==> src/rtl/cwf_pkg.sv <==
`timescale 1ns/1ps
package cwf_pkg;
  localparam int NUM_VC   = 4;
  localparam int VC_W     = $clog2(NUM_VC);
  localparam int NUM_CLS  = 5;
  localparam int CLS_W    = 3;
  localparam int CLS_SPAN = 1 << CLS_W;
  localparam int COORD_W  = 16;
  localparam int REG_W    = 32;
  localparam int ADDR_W   = 3;

  localparam int CTRL_SRST_BIT = 0;
  localparam int CTRL_CLKEN_BIT = 1;
  localparam int GEN_CLS_LSB   = 16;
  localparam int SYNC_FS_LSB   = 16;
  localparam int SYNC_LS_LSB   = 20;

  typedef enum logic [ADDR_W-1:0] {
    ADDR_CTRL = 3'd0,
    ADDR_GEN  = 3'd1,
    ADDR_XWIN = 3'd2,
    ADDR_YWIN = 3'd3,
    ADDR_SYNC = 3'd4
  } reg_addr_e;

  typedef struct packed {
    logic                 sw_rst;
    logic                 clk_en;
    logic [NUM_VC-1:0]    ch_en;
    logic [NUM_CLS-1:0]   cls_en;
    logic [COORD_W-1:0]   x_start;
    logic [COORD_W-1:0]   x_end;
    logic [COORD_W-1:0]   y_start;
    logic [COORD_W-1:0]   y_end;
    logic [NUM_VC-1:0]    fs_mask;
    logic [NUM_VC-1:0]    ls_mask;
  } cfg_t;
endpackage

==> src/rtl/cwf_regs.sv <==
`timescale 1ns/1ps
module cwf_regs
  import cwf_pkg::*;
(
  input  logic              clk_i,
  input  logic              rst_ni,
  input  logic              we_i,
  input  logic [ADDR_W-1:0] addr_i,
  input  logic [REG_W-1:0]  wdata_i,
  output cfg_t              cfg_o
);
  cfg_t cfg_q;

  always_ff @(posedge clk_i or negedge rst_ni) begin
    if (!rst_ni) begin
      cfg_q <= '0;
    end else if (we_i) begin
      case (reg_addr_e'(addr_i))
        ADDR_CTRL: begin
          cfg_q.sw_rst <= wdata_i[CTRL_SRST_BIT];
          cfg_q.clk_en <= wdata_i[CTRL_CLKEN_BIT];
        end
        ADDR_GEN: begin
          cfg_q.ch_en  <= wdata_i[NUM_VC-1:0];
          cfg_q.cls_en <= wdata_i[GEN_CLS_LSB +: NUM_CLS];
        end
        ADDR_XWIN: begin
          cfg_q.x_start <= wdata_i[COORD_W-1:0];
          cfg_q.x_end   <= wdata_i[COORD_W +: COORD_W];
        end
        ADDR_YWIN: begin
          cfg_q.y_start <= wdata_i[COORD_W-1:0];
          cfg_q.y_end   <= wdata_i[COORD_W +: COORD_W];
        end
        ADDR_SYNC: begin
          cfg_q.fs_mask <= wdata_i[SYNC_FS_LSB +: NUM_VC];
          cfg_q.ls_mask <= wdata_i[SYNC_LS_LSB +: NUM_VC];
        end
        default: ;
      endcase
    end
  end

  assign cfg_o = cfg_q;
endmodule

==> src/rtl/cwf_pos.sv <==
`timescale 1ns/1ps
module cwf_pos
  import cwf_pkg::*;
(
  input  logic               clk_i,
  input  logic               rst_ni,
  input  logic               clr_i,
  input  logic               adv_i,
  input  logic               sof_i,
  input  logic               sol_i,
  output logic [COORD_W-1:0] col_o,
  output logic [COORD_W-1:0] row_o,
  output logic               live_o
);
  logic [COORD_W-1:0] col_q, row_q;
  logic               frame_q;

  // position of the beat currently presented
  always_comb begin
    if (sof_i) begin
      col_o = '0;
      row_o = '0;
    end else if (sol_i) begin
      col_o = '0;
      row_o = row_q + 1'b1;
    end else begin
      col_o = col_q + 1'b1;
      row_o = row_q;
    end
  end

  assign live_o = sof_i | frame_q;

  always_ff @(posedge clk_i or negedge rst_ni) begin
    if (!rst_ni) begin
      col_q   <= '0;
      row_q   <= '0;
      frame_q <= 1'b0;
    end else if (clr_i) begin
      col_q   <= '0;
      row_q   <= '0;
      frame_q <= 1'b0;
    end else if (adv_i) begin
      col_q <= col_o;
      row_q <= row_o;
      if (sof_i) frame_q <= 1'b1;
    end
  end
endmodule

==> src/rtl/cwf_out.sv <==
`timescale 1ns/1ps
module cwf_out
  import cwf_pkg::*;
#(
  parameter int DATA_W = 12
) (
  input  logic               clk_i,
  input  logic               rst_ni,
  input  logic               clr_i,
  input  cfg_t               cfg_i,
  input  logic               acc_i,
  input  logic [VC_W-1:0]    vc_i,
  input  logic [COORD_W-1:0] col_i,
  input  logic [COORD_W-1:0] row_i,
  input  logic [DATA_W-1:0]  data_i,
  output logic               valid_o,
  output logic [VC_W-1:0]    vc_o,
  output logic [DATA_W-1:0]  data_o,
  output logic               fs_o,
  output logic               fe_o,
  output logic               ls_o,
  output logic               le_o
);
  logic in_x, in_y, fwd;
  logic fs_src, ls_src;
  logic col_first, col_last, row_first, row_last;

  assign in_x = (col_i >= cfg_i.x_start) && (col_i <= cfg_i.x_end);
  assign in_y = (row_i >= cfg_i.y_start) && (row_i <= cfg_i.y_end);
  assign fwd  = acc_i && in_x && in_y;

  // a mask that is not one-hot selects no source
  assign fs_src = $onehot(cfg_i.fs_mask) && cfg_i.fs_mask[vc_i];
  assign ls_src = $onehot(cfg_i.ls_mask) && cfg_i.ls_mask[vc_i];

  assign col_first = (col_i == cfg_i.x_start);
  assign col_last  = (col_i == cfg_i.x_end);
  assign row_first = (row_i == cfg_i.y_start);
  assign row_last  = (row_i == cfg_i.y_end);

  always_ff @(posedge clk_i or negedge rst_ni) begin
    if (!rst_ni) begin
      valid_o <= 1'b0;
      vc_o    <= '0;
      data_o  <= '0;
      fs_o    <= 1'b0;
      fe_o    <= 1'b0;
      ls_o    <= 1'b0;
      le_o    <= 1'b0;
    end else if (clr_i) begin
      valid_o <= 1'b0;
      fs_o    <= 1'b0;
      fe_o    <= 1'b0;
      ls_o    <= 1'b0;
      le_o    <= 1'b0;
    end else begin
      valid_o <= fwd;
      fs_o    <= fwd && fs_src && col_first && row_first;
      fe_o    <= fwd && fs_src && col_last && row_last;
      ls_o    <= fwd && ls_src && col_first;
      le_o    <= fwd && ls_src && col_last;
      if (fwd) begin
        vc_o   <= vc_i;
        data_o <= data_i;
      end
    end
  end
endmodule

==> src/rtl/cam_win_filter.sv <==
`timescale 1ns/1ps
module cam_win_filter
  import cwf_pkg::*;
#(
  parameter int DATA_W = 12
) (
  input  logic              clk_i,
  input  logic              rst_ni,
  input  logic              reg_we_i,
  input  logic [2:0]        reg_addr_i,
  input  logic [31:0]       reg_wdata_i,
  input  logic              in_valid_i,
  input  logic [1:0]        in_vc_i,
  input  logic [2:0]        in_cls_i,
  input  logic              in_sof_i,
  input  logic              in_sol_i,
  input  logic [DATA_W-1:0] in_data_i,
  output logic              out_valid_o,
  output logic [1:0]        out_vc_o,
  output logic [DATA_W-1:0] out_data_o,
  output logic              out_fs_o,
  output logic              out_fe_o,
  output logic              out_ls_o,
  output logic              out_le_o
);
  cfg_t cfg;

  cwf_regs u_regs (
    .clk_i   (clk_i),
    .rst_ni  (rst_ni),
    .we_i    (reg_we_i),
    .addr_i  (reg_addr_i),
    .wdata_i (reg_wdata_i),
    .cfg_o   (cfg)
  );

  logic                stream_en;
  logic [CLS_SPAN-1:0] cls_ext;
  logic                acc_beat;

  assign stream_en = cfg.clk_en && !cfg.sw_rst;
  assign cls_ext   = CLS_SPAN'(cfg.cls_en);
  assign acc_beat  = in_valid_i && stream_en && cfg.ch_en[in_vc_i] && cls_ext[in_cls_i];

  logic [COORD_W-1:0] col_w  [NUM_VC];
  logic [COORD_W-1:0] row_w  [NUM_VC];
  logic [NUM_VC-1:0]  live_w;

  for (genvar c = 0; c < NUM_VC; c++) begin : g_pos
    cwf_pos u_pos (
      .clk_i  (clk_i),
      .rst_ni (rst_ni),
      .clr_i  (cfg.sw_rst),
      .adv_i  (acc_beat && (in_vc_i == VC_W'(c))),
      .sof_i  (in_sof_i),
      .sol_i  (in_sol_i),
      .col_o  (col_w[c]),
      .row_o  (row_w[c]),
      .live_o (live_w[c])
    );
  end

  cwf_out #(.DATA_W(DATA_W)) u_out (
    .clk_i   (clk_i),
    .rst_ni  (rst_ni),
    .clr_i   (cfg.sw_rst),
    .cfg_i   (cfg),
    .acc_i   (acc_beat && live_w[in_vc_i]),
    .vc_i    (in_vc_i),
    .col_i   (col_w[in_vc_i]),
    .row_i   (row_w[in_vc_i]),
    .data_i  (in_data_i),
    .valid_o (out_valid_o),
    .vc_o    (out_vc_o),
    .data_o  (out_data_o),
    .fs_o    (out_fs_o),
    .fe_o    (out_fe_o),
    .ls_o    (out_ls_o),
    .le_o    (out_le_o)
  );
endmodule

==> config.mk <==
export PLATFORM = sky130hd
export DESIGN_NAME = cam_win_filter
export DESIGN_NICKNAME = d
export VERILOG_FILES = /design/src/rtl/cwf_pkg.sv /design/src/rtl/cwf_regs.sv /design/src/rtl/cwf_pos.sv /design/src/rtl/cwf_out.sv /design/src/rtl/cam_win_filter.sv
export SDC_FILE = /design/constraint.sdc
export NUM_CORES = 1
export LEC_CHECK = 0
export ABC_AREA = 1
export BUFFER_PORTS_ARGS = -buffer_cell sky130_fd_sc_hd__buf_2
export CORE_UTILIZATION = 50
export CTS_BUF_LIST = sky130_fd_sc_hd__clkbuf_8
export CTS_CLUSTER_DIAMETER = 120
export DETAILED_ROUTE_END_ITERATION = 12
export PLACE_DENSITY = 0.76
export SETUP_SLACK_MARGIN = 0.1
export SYNTH_ARGS = -nofsm -noshare
export SYNTH_HDL_FRONTEND = slang
export SYNTH_SLANG_ARGS = --single-unit
==> constraint.sdc <==
create_clock -name clk_i -period 8 [get_ports clk_i]
set_clock_uncertainty 0.05 [all_clocks]
set_input_delay 1.6 -clock clk_i [delete_from_list [all_inputs] [get_ports clk_i]]
set_output_delay 1.6 -clock clk_i [all_outputs]
set_load 0.05 [all_outputs]
==> results by group <==
Outcome
  • Outcome: complete, no violations

Logic synthesis
  • Register bit total from synthesis: 234
  • Register area share after synthesis: 40.95%
  • XOR/XNOR Fraction of Synth Area: 0%
  • Synth top area share: 40.95%
  • Mapped Area: 14300 um2
  • Distinct cells, synth: 40
  • Syn nets: 2108
  • Most common library cells after synthesis: 512 x nand2_1, 288 x inv_1, 234 x dfrtp_1, 175 x o21ai_0, 162 x nand3_1
  • Post-synthesis simple-gate area fraction: 26.37%
  • Most common cell in the netlist: nand2_1
  • Top cells by area, synth: dfrtp_1 41%, nand2_1 13%, inv_1 7.6%, ha_1 6.8%, o21ai_0 6.1%
  • Ys async rst share: 100.0%
  • Post-synth EDFFs: 0
  • Cell taking the most area after synthesis: dfrtp_1
  • Post-synthesis mux area share: 0%
  • Adder-cell share of the synthesized area: 7.105%
  • Top FF cell, synth: dfrtp_1
  • Largest family of logic cells by synthesized area: simple AND/OR/NAND/NOR gates
  • Cells after Synth: 1970
  • Syn Area/Cell: 7.259 um2
  • Post-synthesis compound-gate area fraction: 15.56%
  • Ys Warns: 0

Global routing
  • Initial antenna violation count: 0
  • Total track usage: 27.99%
  • Vias in the first global route: 12870
  • Largest net degree at the start of global routing: 127
  • First-pass GRT wire length: 64.83 mm
  • Total gr overflow: 0

Critical path
  • Largest stage delay on the critical path: 0.57 ns
  • Critical path's slowest cell: a221oi_1
  • Crit path kind: in2reg
  • Critical Path Start: in_sof_i
  • Most used cell along the critical path: nand2_1
  • Critical Path RT: 8.40 ns
  • CP Data Arrival Time: 5.59 ns
  • Setup crit end kind: register
  • CP Launch Type: primary input
  • CP cell instances: buf_2, nor2_2, buf_4, inv_1, a21oi_1, o21ai_0, a221oi_1, ha_1, nand2_1, inv_1, nand2_1, nand2_1, nand2_1, nand2_1, nor2_1, nor2_1, nor2_1, nand3_1, nand2_1, nand2_1
  • Reg2Reg Launch Point: g_pos[2].u_pos.row_q[0]
  • Crit path max fanout: 42

Drt
  • DRC Markers: 0
  • Initial DRC Count: 1373
  • WL final: 40.20 mm
  • Drt via density: 5.614
  • Vias: 13670
  • TritonRoute pass-1 iters: 6
  • Wire per inst: 16.52 um
  • Routed Antenna Nets: 0

Power and ir drop
  • Static leakage: 7.715 nW
  • Tot Pwr: 2.945 mW
  • Max IR drop VDD: 0.1687 mV
  • Pwr per Cell Area: 187.5 nW/um2

Timing
  • Final hold vios: 0
  • Worst Tran Pin Value: 1.105 ns
  • Maximum clock frequency: 192.6 MHz
  • Shortest period the worst path allows: 5.193 ns
  • Setup TNS: 0 ns
  • Tcrit/Tclk final: 64.92%
  • Max-slew violation count: 0
  • Unrepaired setup endpoints after global routing: false
  • Rel. slew slack: 26.30%
  • Setup violators final: 0

Finish
  • Final Instance Area: 15700 um2
  • Ant diodes: 0
  • Layout cells sized above 1: 8.025%
  • Util after Layout: 56.21%
  • Layout Nets: 2166
  • Area grow syn2layout: 9.800%

Flow run
  • Max-Cap Viols: 0

Clock tree
  • CTS tree: built
  • Postcts setup bufs: 0
  • Cts hold-fix bufs: 0
  • Root buf cell: clkbuf_8
  • Worst-path clk slew: 0.06 ns
  • Post-CTS sizing: 0
  • Clock tree buffer depth: 3
  • Clock Latency Late Sink: 0.56 ns
  • Clock sink total: 234
  • Total CTS buffers: 43
  • H-Tree Depth: 2

Die
  • Starting density of the core: 51.19%
  • CORE AREA: 27930 um2
  • Die Wd: 171.1 um
  • IO Count: 77
  • Die area: 29280 um2
  • Die height: 171.1 um
  • Site Rows: 61

Worst hold path
  • Hold Crit Class: reg2reg
  • Worst hold start: u_out.data_o[11]

Placement
  • Placed Area: 14920 um2
  • Port Buffers: 76
  • GP Congestion: 0.9548
  • Hpwl dp: 28.44 mm
registers in the layout, indices dropped and copies added (netlist names):
register,flops
u_regs.cfg_o,83
g_pos.u_pos.row_q,64
u_out.fs_o,1
g_pos.u_pos.col_q,64
g_pos.u_pos.frame_q,4
u_out.le_o,1
u_out.valid_o,1
u_out.ls_o,1
u_out.vc_o,2
u_out.data_o,12
u_out.fe_o,1
final cells by class:
type                    count  area (um2)
fillers                  2680       12230
multi-input cells        1369        7022
flip-flops and latches    234        5856
inverters                 294        1106
clock buffers              49       674.4
well taps                 378       473.0
repair buffers             86       465.4
clock inverters            24       105.1
logic make-up (layout without fill, tap and decap cells):
kind of cell / count (synthesis) / in the layout
buffers and inverters: 367 / 453
adders and majority gates: 80 / 80
AOI/OAI and AO/OA: 394 / 394
and+or+nand+nor: 895 / 895
DFF: 234 / 234
through the flow:
step,cells,hold slack (ns),setup WS [ns]
2_1_floorplan,1970,0.3979,3.624
3_3_place_gp,2361,0.4083,2.437
3_5_place_dp,2361,0.4043,2.315
4_1_cts,2434,0.4182,2.903
5_1_grt,2434,0.4345,2.474
6_report,2434,0.4110,2.807
worst paths after layout:
check	end	slack, ns	cells after the start
max in group asynchronous	g_pos[2].u_pos.col_q[4]	5.44	2
worst max-delay path	u_out.data_o[10]	2.81	20
worst min-delay path	u_out.data_o[11]	0.41	2
min in group asynchronous	g_pos[0].u_pos.row_q[11]	1.10	1
worst min register to register	u_out.data_o[11]	0.41	2
worst max register to register	u_out.data_o[10]	3.86	21
power by group:
group / total (mW) / switching [mW] / internal, mW
sequential: 1.32 / 0.0555 / 1.27
combinational: 0.563 / 0.375 / 0.188
clock: 1.06 / 0.504 / 0.556
per-layer routing:
| layer | global-route usage [%] | vias up | wire, um |
|---|---|---|---|
| met5 | 0 | - | 0 |
| met4 | 10.05 | 0 | 1295 |
| met3 | 5.344 | 91 | 3273 |
| met2 | 43.67 | 527 | 18110 |
| met1 | 38.70 | 6399 | 17520 |
| li1 | - | 6648 | - |
worst max-delay path: cells and delay by family:
kind	cells	cell delay, ns
AND/OR/NAND/NOR	12	1.45
adder cells (fa/ha/maj)	1	0.35
buffers and inverters	4	1.18
AO/OA/AOI/OAI	3	0.97
placed cells by master, fill, tap and decap left out, types with 5 or more instances in the layout:
master,count
nand2_1,511
inv_1,305
dfrtp_1,234
o21ai_0,175
nand3_1,161
nor2_1,133
o22ai_1,109
ha_1,78
buf_2,75
a21oi_1,67
clkbuf_8,49
nand4_1,43
nor3_1,21
buf_4,10
a221oi_1,9
a22o_1,7
nor2_2,6
nand2_2,6
nand3b_1,6
a21o_1,5
o21ai_1,5
clkinv_2,5
(Power assumes the default switching activity.)
